$ cat config.mk
export PLATFORM = sky130hd
export DESIGN_NAME = pll_sprog_top
export DESIGN_NICKNAME = d
export VERILOG_FILES = /design/src/rtl/pll_sprog_pkg.sv /design/src/rtl/pll_sprog_sync.sv /design/src/rtl/pll_sprog_shift.sv /design/src/rtl/pll_sprog_out.sv /design/src/rtl/pll_sprog_top.sv
export SDC_FILE = /design/constraint.sdc
export NUM_CORES = 1
export LEC_CHECK = 0
export ABC_AREA = 1
export BUFFER_PORTS_ARGS = -buffer_cell sky130_fd_sc_hd__buf_2
export CAP_MARGIN = 5
export CORE_MARGIN = 4
export CORE_UTILIZATION = 55
export CTS_CLUSTER_DIAMETER = 150
export DETAILED_ROUTE_END_ITERATION = 12
export GPL_TIMING_DRIVEN = 0
export PLACE_DENSITY_LB_ADDON = 0.1
export SYNTH_ARGS = -nofsm -noshare
export SYNTH_HDL_FRONTEND = slang
export SYNTH_SLANG_ARGS = --single-unit
export TNS_END_PERCENT = 1
$ cat constraint.sdc
create_clock -name clk -period 1.1 [get_ports clk]
set_clock_uncertainty 0.05 [all_clocks]
set_input_delay 0.055 -clock clk [delete_from_list [all_inputs] [get_ports clk]]
set_output_delay 0.055 -clock clk [all_outputs]
set_load 0.1 [all_outputs]
$ cat src/rtl/pll_sprog_pkg.sv
// Package: shared widths, field positions and test-output source codes
// for the synthesizer divider programming front end.
package pll_sprog_pkg;
    localparam int PRIM_W = 20;   // divider shift register width
    localparam int FEAT_W = 8;    // feature shift register width
    localparam int M_W    = 9;
    localparam int A_W    = 4;
    localparam int R_W    = 7;
    localparam int M_LSB  = 0;
    localparam int A_LSB  = M_LSB + M_W;
    localparam int R_LSB  = A_LSB + A_W;
    localparam int SEL_W  = 2;
    localparam int FLAG_W = FEAT_W - SEL_W;

    typedef enum logic [SEL_W-1:0] {
        SRC_MAIN = 2'b00,
        SRC_RDIV = 2'b01,
        SRC_MSEL = 2'b10,
        SRC_LOW  = 2'b11
    } dout_src_e;
endpackage

$ cat src/rtl/pll_sprog_sync.sv
// Module: pll_sprog_sync
// Brings asynchronous serial pins into the clk domain through a chain of
// STAGES flops, and flags the rising edge of bit 0 (the serial clock).
// Assumes each serial level is held for more than STAGES+1 clk cycles.
module pll_sprog_sync #(
    parameter int STAGES = 2,
    parameter int WIDTH  = 3
) (
    input  logic             clk,
    input  logic             rst_n,
    input  logic [WIDTH-1:0] async_in,
    output logic [WIDTH-1:0] sync_out,
    output logic             edge_rise
);
    logic [WIDTH-1:0] stage_q [STAGES];
    logic             prev_q;

    // Synchronizer chain: stage 0 samples the pins, later stages follow.
    always_ff @(posedge clk) begin
        if (!rst_n) begin
            for (int i = 0; i < STAGES; i++) stage_q[i] <= '0;
        end else begin
            stage_q[0] <= async_in;
            for (int i = 1; i < STAGES; i++) stage_q[i] <= stage_q[i-1];
        end
    end

    assign sync_out = stage_q[STAGES-1];

    // Delayed copy of the synchronized serial clock for edge detection.
    always_ff @(posedge clk) begin
        if (!rst_n) prev_q <= 1'b0;
        else        prev_q <= sync_out[0];
    end

    assign edge_rise = sync_out[0] & ~prev_q;

    // A rising edge lasts one cycle, so one serial edge gives one shift.
    assert_rise_single_R1: assert property (@(posedge clk) disable iff (!rst_n)
        edge_rise |=> !edge_rise);
endmodule

$ cat src/rtl/pll_sprog_shift.sv
// Module: pll_sprog_shift
// Holds the divider and feature shift registers and their shadows.
// Bits enter at bit 0, so the first bit of a word ends at the MSB.
// Assumes shift_pulse and load never coincide (loads come between words).
module pll_sprog_shift
    import pll_sprog_pkg::*;
#(
    parameter int P_W = PRIM_W,
    parameter int F_W = FEAT_W
) (
    input  logic           clk,
    input  logic           rst_n,
    input  logic           shift_pulse,
    input  logic           ser_bit,
    input  logic           wsel,
    input  logic           load,
    output logic [P_W-1:0] prim_shadow,
    output logic [F_W-1:0] feat_shadow
);
    logic [P_W-1:0] prim_sr;
    logic [F_W-1:0] feat_sr;

    // Shift one bit into the register chosen by wsel.
    always_ff @(posedge clk) begin
        if (!rst_n) begin
            prim_sr <= '0;
            feat_sr <= '0;
        end else if (shift_pulse) begin
            if (wsel) feat_sr <= {feat_sr[F_W-2:0], ser_bit};
            else      prim_sr <= {prim_sr[P_W-2:0], ser_bit};
        end
    end

    // Copy both shift registers to the shadows on a load pulse.
    always_ff @(posedge clk) begin
        if (!rst_n) begin
            prim_shadow <= '0;
            feat_shadow <= '0;
        end else if (load) begin
            prim_shadow <= prim_sr;
            feat_shadow <= feat_sr;
        end
    end

    assert_prim_shift_R1: assert property (@(posedge clk) disable iff (!rst_n)
        (shift_pulse && !wsel) |=>
            (prim_sr[0] == $past(ser_bit)) &&
            (prim_sr[P_W-1:1] == $past(prim_sr[P_W-2:0])));

    assert_prim_hold_R2: assert property (@(posedge clk) disable iff (!rst_n)
        (shift_pulse && wsel) |=>
            $stable(prim_sr) && (feat_sr[0] == $past(ser_bit)));

    assert_shadow_hold_R3: assert property (@(posedge clk) disable iff (!rst_n)
        !load |=> $stable(prim_shadow) && $stable(feat_shadow));
endmodule

$ cat src/rtl/pll_sprog_out.sv
// Module: pll_sprog_out
// Registered mux for the active counts (parallel pins or shadowed word)
// and the feature-gated test output select. The dout path is
// combinational from the taps so that tap timing passes straight through.
module pll_sprog_out
    import pll_sprog_pkg::*;
(
    input  logic              clk,
    input  logic              rst_n,
    input  logic              direct_mode,
    input  logic [M_W-1:0]    dir_m,
    input  logic [A_W-1:0]    dir_a,
    input  logic [PRIM_W-1:0] prim_shadow,
    input  logic [FEAT_W-1:0] feat_shadow,
    input  logic              feat_en_n,
    input  logic              tap_main,
    input  logic              tap_rdiv,
    input  logic              tap_msel,
    output logic [M_W-1:0]    m_val,
    output logic [A_W-1:0]    a_val,
    output logic [R_W-1:0]    r_val,
    output logic [SEL_W-1:0]  test_sel,
    output logic [FLAG_W-1:0] feat_flags,
    output logic              dout
);
    dout_src_e src;

    // Register the active counts so a mode change never glitches them.
    always_ff @(posedge clk) begin
        if (!rst_n) begin
            m_val <= '0;
            a_val <= '0;
            r_val <= '0;
        end else begin
            m_val <= direct_mode ? dir_m : prim_shadow[M_LSB +: M_W];
            a_val <= direct_mode ? dir_a : prim_shadow[A_LSB +: A_W];
            r_val <= prim_shadow[R_LSB +: R_W];
        end
    end

    // Feature bits count only while the active-low enable is held low.
    always_comb begin
        test_sel   = feat_en_n ? '0 : feat_shadow[SEL_W-1:0];
        feat_flags = feat_en_n ? '0 : feat_shadow[FEAT_W-1:SEL_W];
        src        = dout_src_e'(test_sel);
    end

    // Route the chosen tap to dout; the gated-off state reads as low.
    always_comb begin
        if (feat_en_n) dout = 1'b0;
        else begin
            unique case (src)
                SRC_MAIN: dout = tap_main;
                SRC_RDIV: dout = tap_rdiv;
                SRC_MSEL: dout = tap_msel;
                SRC_LOW:  dout = 1'b0;
            endcase
        end
    end

    assert_direct_follow_R4: assert property (@(posedge clk) disable iff (!rst_n)
        direct_mode |=> (m_val == $past(dir_m)) && (a_val == $past(dir_a)));

    assert_serial_follow_R5: assert property (@(posedge clk) disable iff (!rst_n)
        !direct_mode |=> (m_val == $past(prim_shadow[M_LSB +: M_W])) &&
                         (a_val == $past(prim_shadow[A_LSB +: A_W])));
endmodule

$ cat src/rtl/pll_sprog_top.sv
// Module: pll_sprog_top
// Serial/parallel programming front end of an integer-N synthesizer.
// Samples the serial pins on clk, gates shifting and loading off in
// parallel mode, and presents the active counts and test output.
module pll_sprog_top
    import pll_sprog_pkg::*;
#(
    parameter int SYNC_STAGES = 2
) (
    input  logic              clk,
    input  logic              rst_n,
    input  logic              ser_clk,
    input  logic              ser_data,
    input  logic              feat_wsel,
    input  logic              load,
    input  logic              direct_mode,
    input  logic [M_W-1:0]    dir_m,
    input  logic [A_W-1:0]    dir_a,
    input  logic              feat_en_n,
    input  logic              tap_main,
    input  logic              tap_rdiv,
    input  logic              tap_msel,
    output logic [M_W-1:0]    m_val,
    output logic [A_W-1:0]    a_val,
    output logic [R_W-1:0]    r_val,
    output logic [SEL_W-1:0]  test_sel,
    output logic [FLAG_W-1:0] feat_flags,
    output logic              dout
);
    localparam int SYNC_W = 3;

    logic [SYNC_W-1:0] pins_sync;
    logic              ser_rise;
    logic              shift_pulse;
    logic              load_ok;
    logic [PRIM_W-1:0] prim_shadow;
    logic [FEAT_W-1:0] feat_shadow;

    pll_sprog_sync #(.STAGES(SYNC_STAGES), .WIDTH(SYNC_W)) u_sync (
        .clk      (clk),
        .rst_n    (rst_n),
        .async_in ({feat_wsel, ser_data, ser_clk}),
        .sync_out (pins_sync),
        .edge_rise(ser_rise)
    );

    // The serial path is idle while the parallel pins are in charge.
    assign shift_pulse = ser_rise & ~direct_mode;
    assign load_ok     = load & ~direct_mode;

    pll_sprog_shift u_shift (
        .clk        (clk),
        .rst_n      (rst_n),
        .shift_pulse(shift_pulse),
        .ser_bit    (pins_sync[1]),
        .wsel       (pins_sync[2]),
        .load       (load_ok),
        .prim_shadow(prim_shadow),
        .feat_shadow(feat_shadow)
    );

    pll_sprog_out u_out (
        .clk        (clk),
        .rst_n      (rst_n),
        .direct_mode(direct_mode),
        .dir_m      (dir_m),
        .dir_a      (dir_a),
        .prim_shadow(prim_shadow),
        .feat_shadow(feat_shadow),
        .feat_en_n  (feat_en_n),
        .tap_main   (tap_main),
        .tap_rdiv   (tap_rdiv),
        .tap_msel   (tap_msel),
        .m_val      (m_val),
        .a_val      (a_val),
        .r_val      (r_val),
        .test_sel   (test_sel),
        .feat_flags (feat_flags),
        .dout       (dout)
    );

    assert_direct_ignores_serial_R6: assert property (@(posedge clk) disable iff (!rst_n)
        direct_mode |=> $stable(prim_shadow) && $stable(feat_shadow));

    assert_reset_clears_R9: assert property (@(posedge clk)
        !rst_n |=> (m_val == '0) && (a_val == '0) && (r_val == '0) &&
                   (prim_shadow == '0) && (feat_shadow == '0));
endmodule

# Word-level counts from Yosys, hierarchy flattened
# Memories as Yosys holds them, arrays and structs flattened.
# Index checks and enable logic that the tools add are counted.
[totals]
n_memories = 1
output_inout_bits = 29
wordCells = 33
inputBits = 24
register_bits = 77
ram_bits = 6
[classes]
mux = 10
n_bitwise = 8
n_reduce_logical = 3
n_eq_ne = 3
[memory_table]
columns = ["name", "depth", "word_bits", "rd", "rd_clocked_by_memory_dff", "wr", "line", "text"]
rows = [
  ["u_sync.stage_q", 2, 3, 2, 0, 2, "pll_sprog_sync.sv:15", "logic [WIDTH-1:0] stage_q [STAGES];"],
]
[op_table]
columns = ["cell", "count"]
rows = [
  ["$mux 9", 1],
  ["$mux 3", 2],
  ["$mux 6", 1],
  ["$eq 2x2->1 const B", 2],
  ["$mux 4", 1],
  ["$pmux 1 s4", 1],
  ["$reduce_and 2->1", 2],
  ["$and 1x1->1", 3],
  ["$mux 1", 3],
  ["$not 1->1", 3],
  ["$eq 2x1->1 const B", 1],
  ["$logic_not 2->1", 1],
  ["$mux 2", 1],
  ["$or 1x1->1", 2],
]

# Logic depth before layout (Yosys ltp)
[logic_depth]
depth_word = 4
mapped_depth = 7
mapped_depth_nobuf = 5

# Hierarchy
# A second synthesis with hierarchy kept.
[hier_totals]
cells_unflattened = 402
area_unflattened_um2 = 3081.7
[by_module_without_submodules]
columns = ["module", "cells_per_inst", "area_each_um2", "instances"]
rows = [
  ["pll_sprog_shift", 269, 2088.3, 1],
  ["pll_sprog_out", 103, 755.7, 1],
  ["pll_sprog_sync", 26, 222.7, 1],
  ["pll_sprog_top", 4, 15.0, 1],
]

# Worst setup path after synthesis
# No wires, ideal clock.
[synth_path]
path_type = "register to output"
from = "register u_shift.feat_shadow[1]"
to = "output dout"
stages_incl_launch_ff = 6
n_path_buf = 0
t_arrival_ns = 1.796
required_ns = 0.995
path_slack_ns = -0.801
path_cell_list = "dfxtp_1 inv_1 nor2_1 nor2_1 nand2_1 nor2_1"
[synth_between]
elab_chain_len = 4
word_cells_on_any_way = 7
[synth_rtl]
columns = ["element", "line", "text"]
rows = [
  ["from (decl)", "pll_sprog_shift.sv:18", "output logic [F_W-1:0] feat_shadow"],
  ["from (signal assigned)", "pll_sprog_shift.sv:41", "feat_shadow <= feat_sr;"],
  ["$mux 2 *", "pll_sprog_out.sv:43", "test_sel = feat_en_n ? '0 : feat_shadow[SEL_W-1:0];"],
  ["$eq 2x2->1, or another cell as far along", "pll_sprog_out.sv:52", "unique case (src)"],
  ["$pmux 1 s4 *", "pll_sprog_out.sv:52", ""],
  ["$mux 1 *", "pll_sprog_out.sv:50", "if (feat_en_n) dout = 1'b0;"],
  ["to (decl)", "pll_sprog_top.sv:28", "output logic dout"],
]
# Every way passes the cells marked *; elsewhere a longest branch is shown, timed or not.

# Worst setup path in the final report
# Ends and elaborated chain as after synthesis.

==> impl_metrics.toml <==
[status]
status = "finished, violations left"
violations = "negative setup slack"

[die]
design.portCount = 53
dieHeight_um = 84.8
initial_core_util_pct = 57.9
die_w_um = 84.8
rows = 27
die_area_um2 = 7200
fp.coreArea_um2 = 5610

[drt]
wl_per_cell_um = 11.6
ant_nets = 0
totalWireLength_um = 7090
first_pass_iters = 4
viasPerCell = 4.75
num_vias = 2898
drt_iter0_markers = 195
drcViolationCount = 0

[place]
port_buffers = 50
dpl_worst_slack_ns = -0.261
gp_congestion = 0.789
dpl-instance-area_um2 = 3610
dp_cells = 577
hpwlAfterDp_um = 4530

[timing]
min_period_over_period_pct = 122
worstMarginPinSlew_ns = 0.551
fmax_mhz = 745
final-setup-viol-count = 30
fin_ws_ns = -0.243
rsz0062_at_grt = "yes"
hold_viol = 0
holdWs_ns = 0.0186
slew_viol_final = 0
relSlewSlack_pct = 63.2
layout_min_cycle_time_ns = 1.34
fin_tns_setup_ns = -1.08

[cells_and_area]
final_cell_area_um2 = 4180
nets = 557
post-route-util_pct = 74.5
antenna_cells = 0
syn2layout_area_growth_pct = 28.7
layout.cells.non_filler = 610
drive_above_1_share_pct = 19.5

[grt]
antenna_found_initial = 0
overflow = 0
track_usage_pct = 20.3
grt_pass1_vias = 2717
grt_max_degree = 15
grt_pass1_wl_um = 12000

[pwr]
p_switching_mw = 1.89
p_leak_nw = 2.02
pwr-share-comb_pct = 17.9
ir_drop_v = 0.000837
p_seq_share_pct = 51.7
p_int_mw = 4.31
swShare_pct = 30.5
pwr-share-clk_pct = 30.4
power_mw = 6.20
powerDensity_nw_per_um2 = 1480

[yosys]
yosysSeqAreaShare_pct = 51.2
synth-seq-cells = 83
synth_cells = 455
syn-cell-area_um2 = 3250
syn_nets = 479
yosysWarnings = 0
syn_area_per_cell_um2 = 7.14
synth_top_area_share_pct = 51.2
synth_cell_type_count = 17
yosysTopAreaCell = "dfxtp_1"
synth_area_leaders = "dfxtp_1 (51%), nor2_1 (12%), inv_1 (9.2%)"

[hold_path]
hold_path_end = "u_shift.feat_shadow[2]"
min_path_cells = 3
hold_path.class = "input pin to flop"
worstHoldStart = "rst_n"

[worst_setup_path]
crit_type = "flop to primary output"
worst-r2r-cell-count = 6
r2r_start = "u_sync.prev_q"
critical_path_peak_fanout = 3
setup.worst_path.end_class = "primary output"
ff2ff_setup_slack_ns = -0.05
r2r-end = "u_shift.prim_sr[16]"
arrival_ns = 1.24
cp-startpoint = "u_shift.feat_shadow[1]"
required_ns = 1.00
worst_setup_path_start_kind = "flop"

[clock_network]
clock_latency_ns = 0.34
clk_pin_slew_ns = 0.08
clock-sinks = 83
cts_buffers = 9
root_buffer = "clkbuf_8"
cts_tree = "yes"
ctsLongestPathBuffers = 2
htree_levels = 3

[run]
cap_violations = 0
[Yosys cell counts]
| library cell | n |
|---|---|
| nor2_1 | 107 |
| dfxtp_1 | 83 |
| inv_1 | 80 |
| nand2_1 | 73 |
| o21ai_0 | 39 |
| nand4_1 | 28 |
| buf_2 | 12 |
| a21oi_1 | 8 |
| clkbuf_1 | 8 |
| buf_1 | 3 |
| buf_6 | 3 |
| inv_2 | 3 |
| buf_4 | 2 |
| nand3_1 | 2 |
| o21ai_1 | 2 |
| nand2_4 | 1 |
| nor2_2 | 1 |
[metal layers]
layer	GRT usage [%]	vias to the layer above	wire length, µm	part of all wire (%)
li1	-	1528	-	-
met1	26.6	1287	3390	48
met2	32.7	65	3220	45
met3	3.69	18	318	4.5
met4	9.50	0	159	2.2
met5	0	-	0	0
[state kept, by name (all words and copies together), names as in the netlist]
name	count
u_shift.prim_shadow	20
u_shift.prim_sr	20
u_out.m_val	9
u_shift.feat_shadow	8
u_shift.feat_sr	8
u_out.r_val	7
u_sync.stage_q	6
u_out.a_val	4
u_sync.prev_q	1
[area by class of cell]
cell class	instances	area, µm²
Tap cell	72	90.1
Multi-Input combinational cell	261	1160
Timing Repair Buffer	67	607
Clock buffer	10	128
Inverter	83	312
Sequential cell	83	1670
Buffer	28	173
Fill cell	440	1430
Clock inverter	6	41.3
[power groups by stage]
| stage | logic (mW) | registers, mW | clock network [mW] |
|---|---|---|---|
| 6_report | 1.11 | 3.20 | 1.88 |
| 3_5_place_dp | 0.964 | 3.27 | 0 |
| 2_1_floorplan | 0.482 | 3.56 | 0 |
| 4_1_cts | 1.09 | 3.20 | 1.93 |
| 3_3_place_gp | 0.951 | 3.26 | 0 |
| 5_1_grt | 1.20 | 3.22 | 2.05 |
[worst max-delay path, cell delays in order (launching register included)]
cell,delay [ns]
dfxtp_2,0.34
inv_2,0.06
nor2_1,0.04
nor2_1,0.07
nand2_1,0.10
nor2_4,0.11
buf_12,0.18
[what timing repair did]
action	CTS	global route
pin swaps	1	2
buffers inserted	0	1
gates resized for setup	72	3
hold buffers	16	0
endpoints found under the setup margin	57	38
endpoints found under the hold margin	16	0
[cells by family (layout without fill, tap and decap cells)]
family          Yosys count  in the layout  share of synthesized area (%)
compound gates           49             49                           7.55
flops                    83             83                           51.2
simple gates            212            212                           27.1
buf+inv                 111            194                           14.2
[cell usage in the layout, fill, tap and decap left out, drive strengths merged]
master | netlist | routed
nand3 | 2 | 2
inv | 83 | 84
nand4 | 28 | 28
clkinvlp | 0 | 3
nand2 | 74 | 74
buf | 20 | 70
dlygate4sd3 | 0 | 16
o21ai | 41 | 41
clkinv | 0 | 2
clkbuf | 8 | 19
dfxtp | 83 | 83
nor2 | 108 | 108
a21oi | 8 | 8
[worst max path at each step]
stage	cells after the start	endpoint	slack, ns
floorplan	2	test_sel[1]	-0.17
global placement	6	dout	-0.24
detailed placement	6	dout	-0.26
CTS	6	dout	-0.26
global route	6	dout	-0.29
finish	6	dout	-0.24
No activity file was read; power rests on OpenSTA's default activity.
